`src/rtl/dpsem_pkg.sv`:
```
package dpsem_pkg;

    typedef enum logic [1:0] {
        TOK_FREE  = 2'd0,
        TOK_LEFT  = 2'd1,
        TOK_RIGHT = 2'd2
    } tok_own_e;

    typedef struct packed {
        tok_own_e own;
        logic     wait_l;
        logic     wait_r;
    } tok_cell_s;

endpackage

```
`src/rtl/dpsem_port_dec.sv`:
```
module dpsem_port_dec #(
    parameter int ADDR_W  = 13,
    parameter int DATA_W  = 8,
    parameter int NUM_SEM = 8,
    parameter int IDX_W   = $clog2(NUM_SEM)
) (
    input  logic               sem_n,
    input  logic               ram_en_n,
    input  logic               wr_n,
    input  logic [ADDR_W-1:0]  addr,
    input  logic [DATA_W-1:0]  wdata,
    output logic               rd_hit,
    output logic [IDX_W-1:0]   idx,
    output logic [NUM_SEM-1:0] req_hot,
    output logic [NUM_SEM-1:0] rel_hot
);

    logic valid_acc;
    logic wr_acc;
    logic unused_bits;

    assign unused_bits = ^{addr[ADDR_W-1:IDX_W], wdata[DATA_W-1:1]};

    always_comb begin
        valid_acc = !sem_n && ram_en_n;
        wr_acc    = valid_acc && !wr_n;
        rd_hit    = valid_acc && wr_n;
        idx       = addr[IDX_W-1:0];
    end

    for (genvar k = 0; k < NUM_SEM; k++) begin : g_hot
        always_comb begin
            req_hot[k] = wr_acc && (idx == IDX_W'(k)) && !wdata[0];
            rel_hot[k] = wr_acc && (idx == IDX_W'(k)) &&  wdata[0];
        end
    end

endmodule

```
`src/rtl/dpsem_cell.sv`:
```
module dpsem_cell
    import dpsem_pkg::*;
(
    input  logic clk,
    input  logic rst,
    input  logic l_req,
    input  logic l_rel,
    input  logic r_req,
    input  logic r_rel,
    output logic own_l,
    output logic own_r
);

    tok_cell_s cell_d, cell_q;

    always_comb begin
        cell_d = cell_q;
        unique case (cell_q.own)
            TOK_FREE: begin
                cell_d.wait_l = 1'b0;
                cell_d.wait_r = 1'b0;
                if (l_req) begin
                    cell_d.own    = TOK_LEFT;
                    cell_d.wait_r = r_req;
                end else if (r_req) begin
                    cell_d.own = TOK_RIGHT;
                end
            end
            TOK_LEFT: begin
                cell_d.wait_l = 1'b0;
                if (r_req) cell_d.wait_r = 1'b1;
                if (r_rel) cell_d.wait_r = 1'b0;
                if (l_rel) begin
                    if (cell_d.wait_r) begin
                        cell_d.own    = TOK_RIGHT;
                        cell_d.wait_r = 1'b0;
                    end else begin
                        cell_d.own = TOK_FREE;
                    end
                end
            end
            TOK_RIGHT: begin
                cell_d.wait_r = 1'b0;
                if (l_req) cell_d.wait_l = 1'b1;
                if (l_rel) cell_d.wait_l = 1'b0;
                if (r_rel) begin
                    if (cell_d.wait_l) begin
                        cell_d.own    = TOK_LEFT;
                        cell_d.wait_l = 1'b0;
                    end else begin
                        cell_d.own = TOK_FREE;
                    end
                end
            end
            default: begin
                cell_d.own    = TOK_FREE;
                cell_d.wait_l = 1'b0;
                cell_d.wait_r = 1'b0;
            end
        endcase
    end

    always_ff @(posedge clk) begin
        if (rst) begin
            cell_q.own    <= TOK_FREE;
            cell_q.wait_l <= 1'b0;
            cell_q.wait_r <= 1'b0;
        end else begin
            cell_q <= cell_d;
        end
    end

    assign own_l = (cell_q.own == TOK_LEFT);
    assign own_r = (cell_q.own == TOK_RIGHT);

endmodule

```
`src/rtl/dpsem_rdreg.sv`:
```
module dpsem_rdreg #(
    parameter int DATA_W  = 8,
    parameter int NUM_SEM = 8,
    parameter int IDX_W   = $clog2(NUM_SEM)
) (
    input  logic               clk,
    input  logic               rst,
    input  logic               rd_hit,
    input  logic [IDX_W-1:0]   idx,
    input  logic [NUM_SEM-1:0] own_vec,
    output logic [DATA_W-1:0]  rdata
);

    logic [DATA_W-1:0] rdata_d, rdata_q;

    always_comb begin
        rdata_d = rdata_q;
        if (rd_hit) rdata_d = {DATA_W{~own_vec[idx]}};
    end

    always_ff @(posedge clk) begin
        if (rst) rdata_q <= {DATA_W{1'b1}};
        else     rdata_q <= rdata_d;
    end

    assign rdata = rdata_q;

endmodule

```
`src/rtl/dpsem_bank.sv`:
```
module dpsem_bank #(
    parameter int ADDR_W  = 13,
    parameter int DATA_W  = 8,
    parameter int NUM_SEM = 8,
    localparam int IDX_W  = $clog2(NUM_SEM)
) (
    input  logic              clk,
    input  logic              rst,
    input  logic              lt_sem_n,
    input  logic              lt_ram_en_n,
    input  logic              lt_wr_n,
    input  logic [ADDR_W-1:0] lt_addr,
    input  logic [DATA_W-1:0] lt_wdata,
    output logic [DATA_W-1:0] lt_rdata,
    input  logic              rt_sem_n,
    input  logic              rt_ram_en_n,
    input  logic              rt_wr_n,
    input  logic [ADDR_W-1:0] rt_addr,
    input  logic [DATA_W-1:0] rt_wdata,
    output logic [DATA_W-1:0] rt_rdata
);

    logic               l_rd, r_rd;
    logic [IDX_W-1:0]   l_idx, r_idx;
    logic [NUM_SEM-1:0] l_req_hot, l_rel_hot, r_req_hot, r_rel_hot;
    logic [NUM_SEM-1:0] cell_own_l, cell_own_r;

    dpsem_port_dec #(.ADDR_W(ADDR_W), .DATA_W(DATA_W), .NUM_SEM(NUM_SEM), .IDX_W(IDX_W)) u_dec_l (
        .sem_n(lt_sem_n), .ram_en_n(lt_ram_en_n), .wr_n(lt_wr_n),
        .addr(lt_addr), .wdata(lt_wdata), .rd_hit(l_rd), .idx(l_idx),
        .req_hot(l_req_hot), .rel_hot(l_rel_hot)
    );

    dpsem_port_dec #(.ADDR_W(ADDR_W), .DATA_W(DATA_W), .NUM_SEM(NUM_SEM), .IDX_W(IDX_W)) u_dec_r (
        .sem_n(rt_sem_n), .ram_en_n(rt_ram_en_n), .wr_n(rt_wr_n),
        .addr(rt_addr), .wdata(rt_wdata), .rd_hit(r_rd), .idx(r_idx),
        .req_hot(r_req_hot), .rel_hot(r_rel_hot)
    );

    for (genvar k = 0; k < NUM_SEM; k++) begin : g_tok
        dpsem_cell u_cell (
            .clk(clk), .rst(rst),
            .l_req(l_req_hot[k]), .l_rel(l_rel_hot[k]),
            .r_req(r_req_hot[k]), .r_rel(r_rel_hot[k]),
            .own_l(cell_own_l[k]), .own_r(cell_own_r[k])
        );
    end

    dpsem_rdreg #(.DATA_W(DATA_W), .NUM_SEM(NUM_SEM), .IDX_W(IDX_W)) u_rd_l (
        .clk(clk), .rst(rst), .rd_hit(l_rd), .idx(l_idx),
        .own_vec(cell_own_l), .rdata(lt_rdata)
    );

    dpsem_rdreg #(.DATA_W(DATA_W), .NUM_SEM(NUM_SEM), .IDX_W(IDX_W)) u_rd_r (
        .clk(clk), .rst(rst), .rd_hit(r_rd), .idx(r_idx),
        .own_vec(cell_own_r), .rdata(rt_rdata)
    );

endmodule

```
`config.mk`:
```
export PLATFORM = sky130hd
export DESIGN_NAME = dpsem_bank
export DESIGN_NICKNAME = d
export VERILOG_FILES = /design/src/rtl/dpsem_pkg.sv /design/src/rtl/dpsem_port_dec.sv /design/src/rtl/dpsem_cell.sv /design/src/rtl/dpsem_rdreg.sv /design/src/rtl/dpsem_bank.sv
export SDC_FILE = /design/constraint.sdc
export NUM_CORES = 1
export LEC_CHECK = 0
export CAP_MARGIN = 40
export CORE_AREA = 2 2 73 109
export DETAILED_ROUTE_END_ITERATION = 10
export DIE_AREA = 0 0 75 111
export HOLD_SLACK_MARGIN = 0.15
export PLACE_DENSITY = 0.62
export SYNTH_ARGS = -nofsm -noshare
export SYNTH_HDL_FRONTEND = slang
export SYNTH_HIERARCHICAL = 1
export SYNTH_SLANG_ARGS = --single-unit
```
`constraint.sdc`:
```
create_clock -name clk -period 2 [get_ports clk]
set_input_delay 0.3 -clock clk [delete_from_list [all_inputs] [get_ports clk]]
set_output_delay 0.3 -clock clk [all_outputs]
set_load 0.05 [all_outputs]
```
==> flow_summary_export.csv, run 1 <==
group,metric,value,unit
clock_network,clock_tree.buffer_depth,2,
synth,yosysSeqAreaShare,0.271,
placed_design,place_congestion,0.808,
detailed_routing,dr_wl_met3,259,um
layout,finish.utilization,0.456,
floorplan,die-area,8330,um^2
outcome,outcome,"completed",
clock_network,clkTransAtPathRegs,0.06,ns
detailed_routing,viasPerCell,5.48,
power,vdd_drop_max,0.426,mV
setup_path,critical-path-top-delay-family,"buffers and inverters",
floorplan,core_region_area,7470,um^2
sta,worstMarginPinSlew,0.505,ns
power,clockPowerShare,0.478,
synth,synth_seq_cells,34,
setup_path,cpMaxStageDelayCell,"clkdlybuf4s50_1",
setup_path,crit_fanout,9,
setup_path,cp-start-kind,"flop",
hold_path,hp-class,"flop to flop",
global_routing,grt_max_degree,35,
clock_network,hold_buffers,0,
detailed_routing,wl,6600,um
power,power_density,541,nW/um^2
synth,synth.cell_area,2510,um^2
power,p_int,1.38,mW
run,cap_viol_max_count,0,
sta,clock_skew,0.00525,ns
setup_path,cp_cell_sequence,"clkdlybuf4s50_1",
sta,period_needed,1.93,ns
detailed_routing,maxUsedRoutingLayer,"met4",
clock_network,tritoncts,"yes",
detailed_routing,wire_per_inst,14.5,um
clock_network,clock_latency,0.28,ns
floorplan,die_width,75,um
setup_path,endpoint_kind,"output port",
clock_network,cts_buffers,5,
detailed_routing,met2_length,3480,um
synth,syn_area_per_cell,8.65,um^2
floorplan,io-pin-count,66,
setup_path,required,1.70,ns
global_routing,overflow,0,
clock_network,clkSinkCount,34,
placed_design,port_buffers,31,
global_routing,first_global_vias,2365,
placed_design,dpl_cell_area,3100,um^2
sta,max_slew_margin,0.662,
floorplan,start_util,0.336,
layout,final_cell_area,3410,um^2
clock_network,cts_root_buf,"clkbuf_16",
sta,clock.fmax,517,MHz
layout,diodes,0,
detailed_routing,drt_pre_antenna_iters,4,
placed_design,hpwl,4980,um
power,p_seq_frac,0.375,
global_routing,grt_pass1_wl,11000,um
setup_path,cp_data_arrival_time,1.63,ns
power,p_sw_frac,0.250,
sta,setup_viol,0,
detailed_routing,ant_nets,0,
setup_path,cpPeakStageDelay,0.87,ns
detailed_routing,drc,0,
synth,synthCells,290,
synth,yosysWarnings,6,
floorplan,std_cell_rows,39,
power,p_sw,0.460,mW
power,power_leakage,1.21,nW
setup_path,crit_type,"flop to output port",
layout,final_nets,403,
layout,syn_to_final_growth,35.9,%
global_routing,antenna_found_initial,0,
global_routing,track_usage,0.168,
setup_path,crit_buf_inv,1,
sta,finalHoldViolations,0,
clock_network,cts_max_level,2,
sta,post-route-period-util,0.967,
detailed_routing,drt-initial-drc-count,101,
synth,synthDistinctLibCells,33,
detailed_routing,num_vias,2498,
layout,drive_above_1_share,0.302,
floorplan,die_y,111,um
detailed_routing,drt-met1-wl,2710,um
sta,slew_viol_final,0,
power,comb_power_share,0.147,
synth,syn_nets,340,
routing by layer:
metal | global-route usage | vias up
met5 | 0 | -
met4 | 0.0702 | 0
met3 | 0.0291 | 11
met2 | 0.289 | 71
met1 | 0.197 | 1198
li1 | - | 1218
logic make-up (layout without fill, tap and decap cells):
family                 after synthesis  in the layout  synth area share
DFF                                 34             34             0.271
muxes                                6              6            0.0349
buffers and inverters               36            100             0.116
and+or+nand+nor                    136            136             0.381
AOI/OAI and AO/OA                   78             78             0.197
cells in the final DEF (no fill, tap or decap), types with 6 or more instances in the layout:
master,synthesis,final
clkdlybuf4s50_1,0,17
nand3b_1,10,10
nor4_1,14,13
and4b_1,8,8
dfxtp_1,34,34
buf_4,20,56
or4b_1,18,16
nor2_1,32,23
dlymetal6s2s_1,0,6
nor2b_1,10,10
o21ai_0,24,24
or2b_1,8,8
a21oi_1,24,24
nor2_2,0,6
dlygate4sd2_1,0,8
a211o_2,8,8
nand2b_1,6,6
o211ai_1,8,8
and2b_1,8,8
area by class of cell:
cell class                 count  area [um^2]
fill                         726         4060
multi-input combinational    220         1650
timing repair buffer          90          778
sequential                    34          681
tap                          102          128
clock buffer                   5          125
clock inverter                 3         40.0
inverter                       2         7.51
metrics by stage:
step,cells,power (mW),setup slack (ns),setup TNS [ns],hold slack [ns]
6_report,456,1.84,0.0667,0,0.532
5_1_grt,456,1.91,-0.00629,-0.00629,0.567
4_1_cts,455,1.85,-0.00191,-0.00191,0.533
3_5_place_dp,446,0.963,-0.491,-7.86,0.519
3_3_place_gp,446,0.961,-0.451,-7.08,0.516
2_1_floorplan,290,0.858,0.128,0,0.369
sequential cells by signal, indices dropped and copies added (netlist names):
name	cells
u_rd_l/rdata	1
u_rd_r/rdata	1
g_tok.u_cell/cell_q	32
synthesized netlist by cell type:
cell,instances,share of area
o31a_1,2,0.0070
nor2_1,32,0.048
or4b_1,18,0.072
inv_1,2,0.0030
buf_6,10,0.045
nand2_1,2,0.0030
a21oi_1,24,0.048
buf_2,4,0.0080
mux2_2,2,0.0090
a211o_2,8,0.032
mux4_2,2,0.018
nand4bb_1,2,0.0090
a22oi_1,2,0.0060
nor4_1,14,0.035
nor3_1,4,0.0080
and4b_1,8,0.032
o21ai_0,24,0.048
or3b_1,2,0.0070
o211ai_1,8,0.024
a211oi_1,8,0.024
or4_1,2,0.0060
nand2b_1,6,0.015
and3b_1,2,0.0070
nor2b_1,10,0.025
dfxtp_1,34,0.27
nor4_2,6,0.030
nand4b_1,2,0.0070
nand3b_1,10,0.030
or2b_1,8,0.024
and2b_1,8,0.024
mux2i_1,2,0.0080
buf_4,20,0.060
a221o_1,2,0.0080
path summary, 6_finish.rpt:
check / startpoint / endpoint / slack [ns] / depth (start not counted)
worst max-delay path: u_rd_r/rdata[0] / rt_rdata[3] / 0.07 / 1
worst max register to register: g_tok[5].u_cell/cell_q[3] / u_rd_l/rdata[0] / 0.41 / 4
worst min register to register: g_tok[2].u_cell/cell_q[1] / g_tok[2].u_cell/cell_q[1] / 0.53 / 2
worst min-delay path: g_tok[2].u_cell/cell_q[1] / g_tok[2].u_cell/cell_q[1] / 0.53 / 2
power groups by stage:
| stage | sequential (mW) | clock (mW) | combinational [mW] |
|---|---|---|---|
| detailed placement | 0.706 | 0 | 0.257 |
| global placement | 0.705 | 0 | 0.255 |
| floorplan | 0.709 | 0 | 0.149 |
| CTS | 0.691 | 0.899 | 0.263 |
| finish | 0.691 | 0.881 | 0.270 |
| global route | 0.692 | 0.931 | 0.288 |
what timing repair did:
item,CTS,global route
gates cloned,0,0
buffers inserted,1,1
pin swaps,5,0
resized for setup,25,18
endpoints found under the setup margin,13,18
No activity file was read; power rests on OpenSTA's default activity.
==> run 2, diff against run 1 <==
--- a/config.mk
+++ b/config.mk
@@ -7,10 +7,12 @@
 export LEC_CHECK = 0
 export CAP_MARGIN = 40
 export CORE_AREA = 2 2 73 109
+export CTS_CLUSTER_SIZE = 28
 export DETAILED_ROUTE_END_ITERATION = 10
 export DIE_AREA = 0 0 75 111
 export HOLD_SLACK_MARGIN = 0.15
 export PLACE_DENSITY = 0.62
+export SKIP_CTS_REPAIR_TIMING = 1
 export SYNTH_ARGS = -nofsm -noshare
 export SYNTH_HDL_FRONTEND = slang
 export SYNTH_HIERARCHICAL = 1
==> run 2 against run 1 <==
  * Sequential power hardly changed
  * Global-route usage is 0.16 points lower
  * Register-to-register slack better by 0.03 ns
==> flow_summary_export.csv, run 2 (synthesized netlist as in run 1, its figures left out) <==
group,metric,value,unit
clock_network,cts_buffers,5,
sta,finalHoldViolations,0,
detailed_routing,drt-initial-drc-count,96,
layout,syn_to_final_growth,40.5,%
floorplan,die_y,111,um
layout,drive_above_1_share,0.324,
setup_path,cp_data_arrival_time,2.15,ns
layout,multiInputGateArea,1700,um^2
power,power_leakage,1.31,nW
floorplan,core_region_area,7470,um^2
sta,post-route-period-util,0.970,
clock_network,cts_max_level,2,
detailed_routing,drt_pre_antenna_iters,4,
detailed_routing,num_vias,2504,
sta,tns,0,ns
clock_network,clock_tree.buffer_depth,2,
global_routing,first_global_vias,2360,
outcome,outcome,"completed",
layout,final_cell_area,3520,um^2
sta,period_needed,1.94,ns
placed_design,place_congestion,0.808,
global_routing,grt_max_degree,35,
placed_design,port_buffers,31,
global_routing,track_usage,0.166,
setup_path,cp_common_cell,"a21oi_1",
placed_design,hpwl,4980,um
detailed_routing,ant_nets,0,
layout,final_common_cell,"buf_4",
global_routing,grt_pass1_wl,10900,um
clock_network,clkSinkCount,34,
setup_path,cpPeakStageDelay,0.48,ns
floorplan,io-pin-count,66,
setup_path,cp_cell_sequence,"clkdlybuf4s50_1 > or3b_4 > buf_4 > nor2_2 > a21oi_1 > or4b_1 > a21oi_1",
sta,holdWs,0.545,ns
sta,slew_viol_final,0,
setup_path,crit_type,"primary input to flop",
setup_path,endpoint_kind,"flop",
layout,nFillCells,711,
power,vdd_drop_max,0.427,mV
detailed_routing,wl,6780,um
power,totalPowerFinal,1.86,mW
layout,final_nets,407,
clock_network,tritoncts,"yes",
layout,diodes,0,
clock_network,clkTransAtPathRegs,0.06,ns
run,cap_viol_max_count,0,
layout,largest_register_ff_count,32,
setup_path,cpMaxStageDelayCell,"or3b_4",
detailed_routing,wire_per_inst,14.7,um
placed_design,dpl_cell_area,3100,um^2
global_routing,overflow,0,
detailed_routing,viasPerCell,5.44,
layout,seqCellArea,681,um^2
floorplan,start_util,0.336,
global_routing,antenna_found_initial,0,
floorplan,die-area,8330,um^2
setup_path,crit_fanout,6,
detailed_routing,drc,0,
layout,final_cell_mix,"58 x buf_4, 34 x dfxtp_1, 24 x o21ai_0, 24 x a21oi_1, 22 x nor2_1",
sta,clock_skew,0.00608,ns
sta,clock.fmax,515,MHz
hold_path,hp-class,"primary input to flop",
setup_path,required,2.21,ns
clock_network,cts_root_buf,"clkbuf_16",
setup_path,cp-start-kind,"primary input",
floorplan,die_width,75,um
clock_network,clock_latency,0.28,ns
sta,worstMarginPinSlew,0.505,ns
sta,max_slew_margin,0.662,
floorplan,std_cell_rows,39,
power,power_density,528,nW/um^2
layout,top_register,"g_tok.u_cell/cell_q",
sta,setup_viol,0,
==> run 2: cell type report <==
cell class | count | area share
multi-input cells | 220 | 0.481
flip-flops and latches | 34 | 0.193
inverters | 2 | 0.00213
clock inverters | 3 | 0.0114
clock buffers | 5 | 0.0355
repair buffers | 94 | 0.240
well taps | 102 | 0.0362
==> run 2: per-layer routing <==
layer | GRT usage | share of wire | vias to the layer above
met5 | 0 | 0 | -
met4 | 0.0762 | 0.027 | 0
met3 | 0.0300 | 0.033 | 15
met2 | 0.285 | 0.53 | 59
met1 | 0.193 | 0.41 | 1208
li1 | - | - | 1222
==> run 2: through the flow <==
stage	setup slack, ns	cells	util
floorplan	0.128	290	-
global placement	-0.451	446	0.416
detailed placement	-0.491	446	0.416
CTS	-0.203	454	0.438
global route	-0.0432	460	0.472
finish	0.0592	460	0.472
==> run 2: final timing paths <==
check	to	slack, ns	cells after the start	startpoint
setup / recovery	g_tok[0].u_cell/cell_q[2]	0.06	7	lt_addr[2]
hold / removal	u_rd_l/rdata[0]	0.55	4	lt_ram_en_n
setup reg to reg	u_rd_l/rdata[0]	0.44	4	g_tok[5].u_cell/cell_q[3]
hold reg to reg	g_tok[7].u_cell/cell_q[0]	0.55	1	g_tok[7].u_cell/cell_q[3]
==> run 2: critical path: cells and delay by family <==
kind	cells	cell delay, ns
compound gates	2	0.18
buf+inv	2	0.60
simple gates	3	1.08
==> run 2: report_power, final <==
group	switching [mW]	internal (mW)	total (mW)
sequential	0.00918	0.682	0.691
combinational	0.159	0.128	0.287
clock	0.298	0.583	0.881
total	0.467	1.39	1.86
==> run 3, diff against run 2 <==
==> constraint.sdc (replaced) <==
create_clock -name clk -period 2 [get_ports clk]
set_input_delay 0.4 -clock clk [delete_from_list [all_inputs] [get_ports clk]]
set_output_delay 0.4 -clock clk [all_outputs]
set_load 0.05 [all_outputs]
==> run 3 against run 2 <==
  * Combinational power is 2% lower
  * Cell area shrank 0.21%
  * Flip-flop and latch count did not move
==> flow_summary_export.csv, run 3 (synthesized netlist as in run 1, its figures left out) <==
group,metric,value,unit
setup_path,critical-path-top-delay-family,"simple AND/OR/NAND/NOR gates",
setup_path,cp-start-kind,"primary input",
setup_path,cp_cell_sequence,"clkbuf_2 > buf_6 > or4_4 > nor2_4 > nor2_2 > or4b_4 > a211oi_2",
placed_design,dpl_cell_area,3060,um^2
layout,final_common_cell,"buf_4",
clock_network,cts_buffers,5,
sta,fin_ws,0.0547,ns
floorplan,std_cell_rows,39,
setup_path,rr_worst_depth,4,
clock_network,cts_root_buf,"clkbuf_16",
floorplan,core_region_area,7470,um^2
global_routing,grt_pass1_wl,10900,um
layout,top_register,"g_tok.u_cell/cell_q",
setup_path,crit_type,"primary input to flop",
setup_path,r2r_slack,0.41,ns
detailed_routing,drt-initial-drc-count,149,
global_routing,antenna_found_initial,0,
placed_design,port_buffers,31,
clock_network,clock_latency,0.28,ns
sta,max_slew_margin,0.702,
placed_design,pre_cts_slack,-0.591,ns
run,cap_viol_max_count,0,
setup_path,crit_buf_inv,2,
setup_path,endpoint_kind,"flop",
sta,slew_viol_final,0,
floorplan,die-area,8330,um^2
detailed_routing,drc,0,
outcome,outcome,"completed",
setup_path,required,2.20,ns
clock_network,tritoncts,"yes",
layout,finish.utilization,0.471,
setup_path,r2r_end,"u_rd_l/rdata[0]",
global_routing,track_usage,0.167,
setup_path,cp.depth,7,
layout,final_cell_mix,"74 x buf_4, 34 x dfxtp_1, 24 x o21ai_0",
detailed_routing,wire_per_inst,14.8,um
layout,drive_above_1_share,0.385,
detailed_routing,num_vias,2482,
global_routing,first_global_vias,2320,
power,vdd_drop_max,0.449,mV
detailed_routing,viasPerCell,5.40,
sta,rsz0062_at_grt,"false",
detailed_routing,ant_nets,0,
sta,post-route-period-util,0.973,
global_routing,overflow,0,
clock_network,clock_tree.buffer_depth,2,
setup_path,endpoint,"g_tok[0].u_cell/cell_q[0]",
layout,diodes,0,
hold_path,hp-class,"flop to flop",
placed_design,place_congestion,0.827,
floorplan,die_width,75,um
detailed_routing,wl,6810,um
sta,clock.fmax,514,MHz
floorplan,die_y,111,um
sta,finalHoldViolations,0,
placed_design,hpwl,5060,um
floorplan,start_util,0.336,
power,power_density,504,nW/um^2
sta,setup_viol,0,
floorplan,io-pin-count,66,
sta,worstMarginPinSlew,0.445,ns
layout,final_nets,407,
layout,largest_register_ff_count,32,
layout,syn_to_final_growth,40.2,%
setup_path,r2r-start,"g_tok[5].u_cell/cell_q[3]",
clock_network,cts_max_level,2,
setup_path,crit_path_start,"rt_addr[0]",
layout,final_cell_area,3510,um^2
global_routing,grt_max_degree,35,
layout,nFillCells,707,
detailed_routing,drt_pre_antenna_iters,4,
power,power_leakage,1.31,nW
setup_path,crit_fanout,3,
sta,tns,0,ns
setup_path,cpMaxStageDelayCell,"or4_4",
setup_path,cpPeakStageDelay,0.57,ns
clock_network,clkTransAtPathRegs,0.05,ns
setup_path,cp_data_arrival_time,2.15,ns
clock_network,clkSinkCount,34,
sta,clock_skew,0.00227,ns
sta,period_needed,1.95,ns
-- run 3: cell type report --
| class | count | area, um^2 | share of cell area |
|---|---|---|---|
| clock buffers | 7 | 143 | 0.0406 |
| clock inverters | 1 | 5.00 | 0.00142 |
| inverters | 2 | 7.51 | 0.00214 |
| multi-input cells | 220 | 1750 | 0.498 |
| flip-flops and latches | 34 | 681 | 0.194 |
| well taps | 102 | 128 | 0.0363 |
| repair buffers | 94 | 802 | 0.228 |
-- run 3: power breakdown --
part | internal, mW | switching, mW | leakage (nW) | total [mW]
Combinational | 0.119 | 0.163 | 0.964 | 0.282
Sequential | 0.682 | 0.00941 | 0.274 | 0.691
Clock | 0.494 | 0.303 | 0.0739 | 0.797
-- run 3: worst min-delay path by stage --
| stage | slack, ns | cells after the start | end | from |
|---|---|---|---|---|
| after floorplan | 0.47 | 1 | g_tok[0].u_cell/cell_q[2] | rst |
| after global placement | 0.52 | 2 | g_tok[6].u_cell/cell_q[1] | g_tok[6].u_cell/cell_q[1] |
| after detailed placement | 0.52 | 2 | g_tok[6].u_cell/cell_q[1] | g_tok[6].u_cell/cell_q[1] |
| after CTS | 0.53 | 2 | g_tok[1].u_cell/cell_q[1] | g_tok[1].u_cell/cell_q[1] |
| after global routing | 0.57 | 2 | g_tok[6].u_cell/cell_q[1] | g_tok[6].u_cell/cell_q[1] |
| final | 0.53 | 2 | g_tok[1].u_cell/cell_q[1] | g_tok[1].u_cell/cell_q[1] |
-- run 3: stage by stage --
step | instances | total power, mW | hold WS, ns
after floorplan | 290 | 0.858 | 0.469
after global placement | 445 | 0.952 | 0.518
after global routing | 460 | 1.83 | 0.567
after detailed placement | 445 | 0.955 | 0.516
after CTS | 453 | 1.75 | 0.530
final | 460 | 1.77 | 0.531
-- run 3: worst register-to-register path, stage by stage, from the launching register on --
cell and delay [ns]:
dfxtp_1 0.45, and2b_1 0.25, mux4_2 0.47, a22oi_1 0.21, a221o_1 0.16
-- run 3: metal layers --
metal | GRT usage | vias up | share of wire
met5 | 0 | - | 0
met4 | 0.0798 | 0 | 0.033
met3 | 0.0255 | 16 | 0.035
met2 | 0.281 | 55 | 0.51
met1 | 0.200 | 1185 | 0.42
li1 | - | 1226 | -
